==> src/rtl/ssb_pkg.sv <==
package ssb_pkg;
  // Strobes passed from the control module to the datapath
  typedef struct packed {
    logic       tsMode;   // timeslot mode active
    logic       restart;  // valid frame pulse seen, restart frame count
    logic       extRise;  // synchronised rising edge of external bit clock
    logic       extFall;  // synchronised falling edge of external bit clock
    logic [1:0] extSlot;  // synchronised external enable strobes
  } ssbCtl_t;
endpackage

==> src/rtl/ssb_ctrl.sv <==
module ssb_ctrl
  import ssb_pkg::*;
#(
  parameter int FRAME_CYCLES = 512,
  parameter int LOSS_FRAMES  = 2,
  parameter int SYNC_STAGES  = 2
) (
  input  logic    clk,
  input  logic    rstN,
  input  logic    framePulseN,
  input  logic    bitClkIn,
  input  logic    strobe1In,
  input  logic    strobe2In,
  output ssbCtl_t ctl
);
  localparam int LOSS_LIMIT = FRAME_CYCLES * LOSS_FRAMES;
  localparam int LOSS_W     = $clog2(LOSS_LIMIT + 1);
  localparam int NUM_EXT    = 3;

  // Frame-pulse history: fpHist[0] newest
  logic [2:0] fpHist;
  logic       pulseValid;
  logic       tsMode;
  logic [LOSS_W-1:0] lossCnt;

  always_ff @(posedge clk) begin
    if (!rstN) fpHist <= 3'b111;
    else       fpHist <= {fpHist[1:0], framePulseN};
  end

  // Exactly one low sample between two high samples
  assign pulseValid = fpHist[0] & ~fpHist[1] & fpHist[2];

  always_ff @(posedge clk) begin
    if (!rstN) begin
      tsMode  <= 1'b0;
      lossCnt <= LOSS_W'(LOSS_LIMIT);
    end else if (pulseValid) begin
      tsMode  <= 1'b1;
      lossCnt <= '0;
    end else if (lossCnt == LOSS_W'(LOSS_LIMIT)) begin
      tsMode  <= 1'b0;
    end else begin
      lossCnt <= lossCnt + 1'b1;
    end
  end

  // Synchronisers for the external strobe-mode inputs
  logic [NUM_EXT-1:0] extRaw;
  logic [NUM_EXT-1:0] extSync;
  logic               bitClkPrev;

  assign extRaw = {strobe2In, strobe1In, bitClkIn};

  for (genvar gi = 0; gi < NUM_EXT; gi++) begin : g_sync
    logic [SYNC_STAGES-1:0] stage;
    always_ff @(posedge clk) begin
      if (!rstN) stage <= '0;
      else       stage <= {stage[SYNC_STAGES-2:0], extRaw[gi]};
    end
    assign extSync[gi] = stage[SYNC_STAGES-1];
  end

  always_ff @(posedge clk) begin
    if (!rstN) bitClkPrev <= 1'b0;
    else       bitClkPrev <= extSync[0];
  end

  always_comb begin
    ctl.tsMode  = tsMode;
    ctl.restart = pulseValid;
    ctl.extRise = extSync[0] & ~bitClkPrev;
    ctl.extFall = ~extSync[0] & bitClkPrev;
    ctl.extSlot = extSync[2:1];
  end
endmodule

==> src/rtl/ssb_datapath.sv <==
module ssb_datapath
  import ssb_pkg::*;
#(
  parameter int FRAME_CYCLES = 512,
  parameter int CHAN_BITS    = 8
) (
  input  logic    clk,
  input  logic    rstN,
  input  logic    linearMode,
  input  ssbCtl_t ctl,
  output logic    bitClkOut,
  output logic    bitClkOutOe,
  output logic    framePulseDlyN,
  output logic    framePulseDlyOe,
  output logic    chan1En,
  output logic    chan1EnOe,
  output logic    chan2En,
  output logic    chan2EnOe,
  output logic [1:0] slotAct,
  output logic    sampleStb,
  output logic    launchStb
);
  localparam int CNT_W = $clog2(FRAME_CYCLES);
  localparam int BIT_W = CNT_W - 1;
  localparam logic [BIT_W-1:0] SLOT1_END = BIT_W'(CHAN_BITS);
  localparam logic [BIT_W-1:0] SLOT2_END = BIT_W'(2 * CHAN_BITS);

  logic [CNT_W-1:0] frameCnt;
  logic [BIT_W-1:0] bitIdx;
  logic             halfSel;
  logic [1:0]       tsSlot;

  always_ff @(posedge clk) begin
    if (!rstN)            frameCnt <= '0;
    else if (ctl.restart) frameCnt <= '0;
    else if (ctl.tsMode)  frameCnt <= frameCnt + 1'b1;
    else                  frameCnt <= '0;
  end

  assign bitIdx  = frameCnt[CNT_W-1:1];
  assign halfSel = frameCnt[0];

  always_comb begin
    tsSlot[0] = bitIdx < SLOT1_END;
    tsSlot[1] = (bitIdx >= SLOT1_END) && (bitIdx < SLOT2_END);
  end

  always_comb begin
    slotAct         = ctl.tsMode ? tsSlot : ctl.extSlot;
    bitClkOut       = ctl.tsMode & ~halfSel;
    bitClkOutOe     = ctl.tsMode;
    framePulseDlyN  = ~(ctl.tsMode && (frameCnt == '0));
    framePulseDlyOe = ctl.tsMode;
    chan1En         = slotAct[0];
    chan1EnOe       = ctl.tsMode | linearMode;
    chan2En         = slotAct[1];
    chan2EnOe       = ctl.tsMode;
    sampleStb       = ctl.tsMode ? halfSel  : ctl.extFall;
    launchStb       = ctl.tsMode ? ~halfSel : ctl.extRise;
  end
endmodule

==> src/rtl/ssb_timing_gen.sv <==
module ssb_timing_gen
  import ssb_pkg::*;
#(
  parameter int FRAME_CYCLES = 512,
  parameter int CHAN_BITS    = 8,
  parameter int LOSS_FRAMES  = 2,
  parameter int SYNC_STAGES  = 2
) (
  input  logic       clk,
  input  logic       rstN,
  input  logic       framePulseN,
  input  logic       bitClkIn,
  input  logic       strobe1In,
  input  logic       strobe2In,
  input  logic       linearMode,
  output logic       busModeTs,
  output logic       bitClkOut,
  output logic       bitClkOutOe,
  output logic       framePulseDlyN,
  output logic       framePulseDlyOe,
  output logic       chan1En,
  output logic       chan1EnOe,
  output logic       chan2En,
  output logic       chan2EnOe,
  output logic [1:0] slotAct,
  output logic       sampleStb,
  output logic       launchStb
);
  ssbCtl_t ctl;

  ssb_ctrl #(
    .FRAME_CYCLES(FRAME_CYCLES),
    .LOSS_FRAMES (LOSS_FRAMES),
    .SYNC_STAGES (SYNC_STAGES)
  ) i_ctrl (
    .clk        (clk),
    .rstN       (rstN),
    .framePulseN(framePulseN),
    .bitClkIn   (bitClkIn),
    .strobe1In  (strobe1In),
    .strobe2In  (strobe2In),
    .ctl        (ctl)
  );

  ssb_datapath #(
    .FRAME_CYCLES(FRAME_CYCLES),
    .CHAN_BITS   (CHAN_BITS)
  ) i_datapath (
    .clk            (clk),
    .rstN           (rstN),
    .linearMode     (linearMode),
    .ctl            (ctl),
    .bitClkOut      (bitClkOut),
    .bitClkOutOe    (bitClkOutOe),
    .framePulseDlyN (framePulseDlyN),
    .framePulseDlyOe(framePulseDlyOe),
    .chan1En        (chan1En),
    .chan1EnOe      (chan1EnOe),
    .chan2En        (chan2En),
    .chan2EnOe      (chan2EnOe),
    .slotAct        (slotAct),
    .sampleStb      (sampleStb),
    .launchStb      (launchStb)
  );

  assign busModeTs = ctl.tsMode;
endmodule

==> config.mk <==
export PLATFORM = sky130hd
export DESIGN_NAME = ssb_timing_gen
export DESIGN_NICKNAME = d
export VERILOG_FILES = /design/src/rtl/ssb_pkg.sv /design/src/rtl/ssb_ctrl.sv /design/src/rtl/ssb_datapath.sv /design/src/rtl/ssb_timing_gen.sv
export SDC_FILE = /design/constraint.sdc
export NUM_CORES = 1
export LEC_CHECK = 0
export CORE_MARGIN = 5
export CORE_UTILIZATION = 40
export CTS_CLUSTER_DIAMETER = 60
export DETAILED_ROUTE_END_ITERATION = 6
export PLACE_DENSITY = 0.7
export SYNTH_ARGS = -nofsm -noshare
export SYNTH_HDL_FRONTEND = slang
export SYNTH_SLANG_ARGS = --single-unit
==> constraint.sdc <==
create_clock -name clk -period 4 [get_ports clk]
set_input_delay 0.6 -clock clk [delete_from_list [all_inputs] [get_ports clk]]
set_output_delay 0.6 -clock clk [all_outputs]
set_load 0.01 [all_outputs]
==> results by group <==
Die
  • Die height: around 70 um
  • # IOs: 20
  • Initial Utilization: 0.4121
  • Full die area: around 4700 sq um
  • Site row count: 21
  • Core Box Area: 3337 sq um
  • Die Wd: 68.63 um

Layout
  • Antenna Cells: 0
  • Area growth, synth to finish: 18.93%
  • Final core utilization: 0.4901
  • Layout Nets: 183
  • Most common library cell in the layout ignoring fill and taps: dfxtp_1
  • Most frequent cells in the layout: dfxtp_1, clkdlybuf4s50_1, nand3_1
  • Final non-filler cell total: between 200 and 250
  • Layout cells sized above 1: 0.06358

Synth
  • Post-synthesis sequential area ratio: 0.4513
  • Synthesized area per cell: 8.815 sq um
  • Dominant synthesized flop cell: dfxtp_1
  • Mapped Nets: approximately 170
  • Synth cell types: 34
  • Async set or reset register ratio after synthesis: 0
  • Yosys reg bits: 31
  • Number of flops mapped to enable cells by yosys: 0
  • Post-Syn Instances: around 160
  • Cell Area, Synth: roughly 1400 sq um
  • Yosys warning count: 0

Worst setup path
  • WP buf/inv: 1
  • Critical Path RT: around 3400 ps
  • Crit path arrival time: approximately 2000 ps
  • Critical Path Max Stage Delay: approximately 580 ps
  • Worst Setup Start Kind: flop
  • Critical Path End Type: primary output
  • WS Path Type: flop to primary output
  • CP max stage cell: or4_1
  • Top delay family on crit path: simple AND/OR/NAND/NOR gates
  • RR Startpoint: i_datapath.frameCnt[0]$_SDFF_PP0_
  • Worst path cell trace: or4_1 -> o22ai_1 -> clkdlybuf4s50_1
  • Worst-path maximum fanout: 4
  • Crit path launch: i_datapath.frameCnt[7]$_SDFF_PP0_

GRT
  • Remaining Overflow, GRT: 0
  • Global Route Usage Sum: 0.1355
  • First-pass GRT wire length: about 4.7 mm
  • Antenna violations before repair: 0
  • Vias in the first global route: ~1100
  • Largest net degree at the start of global routing: 21

STA
  • Post-route clock skew: 7.705 ps
  • Relative slew slack: 0.6052
  • Fmax achieved: slightly below 400 MHz
  • Period Utilization, post-route: 0.6495
  • Final Setup Violations: 0
  • Tmin final: approximately 2600 ps
  • Least-Margin Pin Slew: ~590 ps
  • RSZ-0062 raised after global routing: false
  • Setup_tns: 0 ps
  • Max-slew violations: 0
  • Hold Fails Final Rpt: 0

Pwr
  • VDD IR max: 237.7 uV
  • Power Density: ~340 nW/um^2
  • Internal power: around 0.44 mW
  • Sw frac: 0.2178
  • Static Leakage: between 0.5 and 0.6 nW
  • Flop pwr share: 0.568
  • Sw power: between 0.1 and 0.15 mW
  • Clock network power share: 0.371
  • Comb pwr share: 0.061

Placement
  • Inst Count DP: ~210
  • PortBufs: 19
  • Placer Congestion: approximately 0.84
  • DP HPWL: a little under 2 mm

Detailed routing
  • DRT Wirelength: approximately 2.6 mm
  • Vias: between 1000 and 1500
  • DRT iter0 DRCs: between 40 and 50
  • Post-route DRC violation count: 0
  • Final ANT Viol Nets: 0
  • DR vias/cell: a little over 5
  • Pre-antenna DRT Iters: 4
  • Wirelength per Cell: around 12 um

Clock tree
  • CTS resizes: 0
  • Maximum root-to-sink buffer count: 2
  • CTS tree: built
  • Sink Count: 31
  • CTS buffer count: 5
  • Skew-Pair Late Insertion Delay: 330 ps
  • Hold Buf Count CTS: 0
  • Setup fix buffers added after clock tree synthesis: 0
  • H-Tree Depth: 2
  • Clk slew on worst S/H paths: 90 ps
  • Root buffer cell: clkbuf_4

Run status
  • Status: complete, no violations

Hold path
  • Hold crit path type: flop to flop
  • Hold_sp: i_ctrl.g_sync[0].stage[0]$_SDFF_PN0_

Run
  • Max-Cap Viols: 0
[final timing paths]
check	end	slack, ps	depth (start not counted)
min	i_ctrl.g_sync[0].stage[1]$_SDFF_PN0_	440	1
min reg2reg	i_ctrl.g_sync[0].stage[1]$_SDFF_PN0_	440	1
max reg2reg	i_datapath.frameCnt[8]$_SDFF_PP0_	2470	4
max	slotAct[1]	1400	3
[power groups by stage]
stage | Combinational [mW] | Clock, mW | Sequential (mW)
2_1_floorplan | 0.0201 | 0 | 0.323
4_1_cts | 0.0349 | 0.213 | 0.317
3_5_place_dp | 0.0348 | 0 | 0.324
6_report | 0.0343 | 0.207 | 0.317
5_1_grt | 0.0380 | 0.231 | 0.318
3_3_place_gp | 0.0338 | 0 | 0.324
[kinds of logic after synthesis]
| kind of cell | Yosys count | share of synthesized area |
|---|---|---|
| simple gates | 69 | 0.2903 |
| flops | 31 | 0.4513 |
| compound gates | 26 | 0.1101 |
| buf+inv | 19 | 0.06552 |
| xor+xnor | 5 | 0.03185 |
| fa+ha+maj | 4 | 0.03640 |
| mux | 2 | 0.01456 |
[final cells by class]
cell class	count	area, sq um
Tap cell	46	57.56
Multi-Input combinational cell	106	664.4
Inverter	9	33.78
Sequential cell	31	620.6
Timing Repair Buffer	19	190.2
Clock buffer	8	68.82
Fill cell	336	1702
[flip-flops by register name, summed over array words and instances, names as in the netlist]
signal	flops
i_ctrl.lossCnt	11
i_datapath.frameCnt	9
i_ctrl.g_sync.stage	6
i_ctrl.fpHist	3
i_ctrl.bitClkPrev	1
i_ctrl.tsMode	1
[stage by stage]
stage                     power, mW  hold slack (ps)  cell area, sq um  worst slack (ps)
after floorplan              0.3429            401.1              1375              2086
after global placement       0.3574            412.0              1567              1665
after detailed placement     0.3588            422.2              1567              1652
after CTS                    0.5648            444.9              1635              1383
after global routing         0.5864            468.6              1635              1232
final                        0.5579            440.2              1635              1402
[Yosys cell counts, types with 5 or more instances]
master | n | area, sq um
nand2_1 | 11 | 41.29
dfxtp_1 | 31 | 620.6
a21oi_1 | 8 | 40.04
and2_1 | 7 | 43.79
nand2b_1 | 5 | 31.28
nand3_1 | 16 | 80.08
inv_1 | 9 | 33.78
buf_4 | 5 | 37.54
o21ai_0 | 7 | 35.03
nor2_1 | 9 | 33.78
clkbuf_1 | 5 | 18.77
[layer usage]
layer | vias up | wire length [um] | GRT usage
li1 | 574 | - | -
met1 | 530 | 1150 | 0.1362
met4 | 0 | 21 | 0.07444
met5 | - | 0 | 0
met2 | 20 | 1362 | 0.2396
met3 | 2 | 113 | 0.05024
[worst register-to-register path, cell delays in order (launching register included)]
cell and delay (ps):
dfxtp_1 450, ha_1 260, nand2_1 120, or4_1 480
a21oi_1 150
Note: power is estimated with default switching activity, not from simulation.
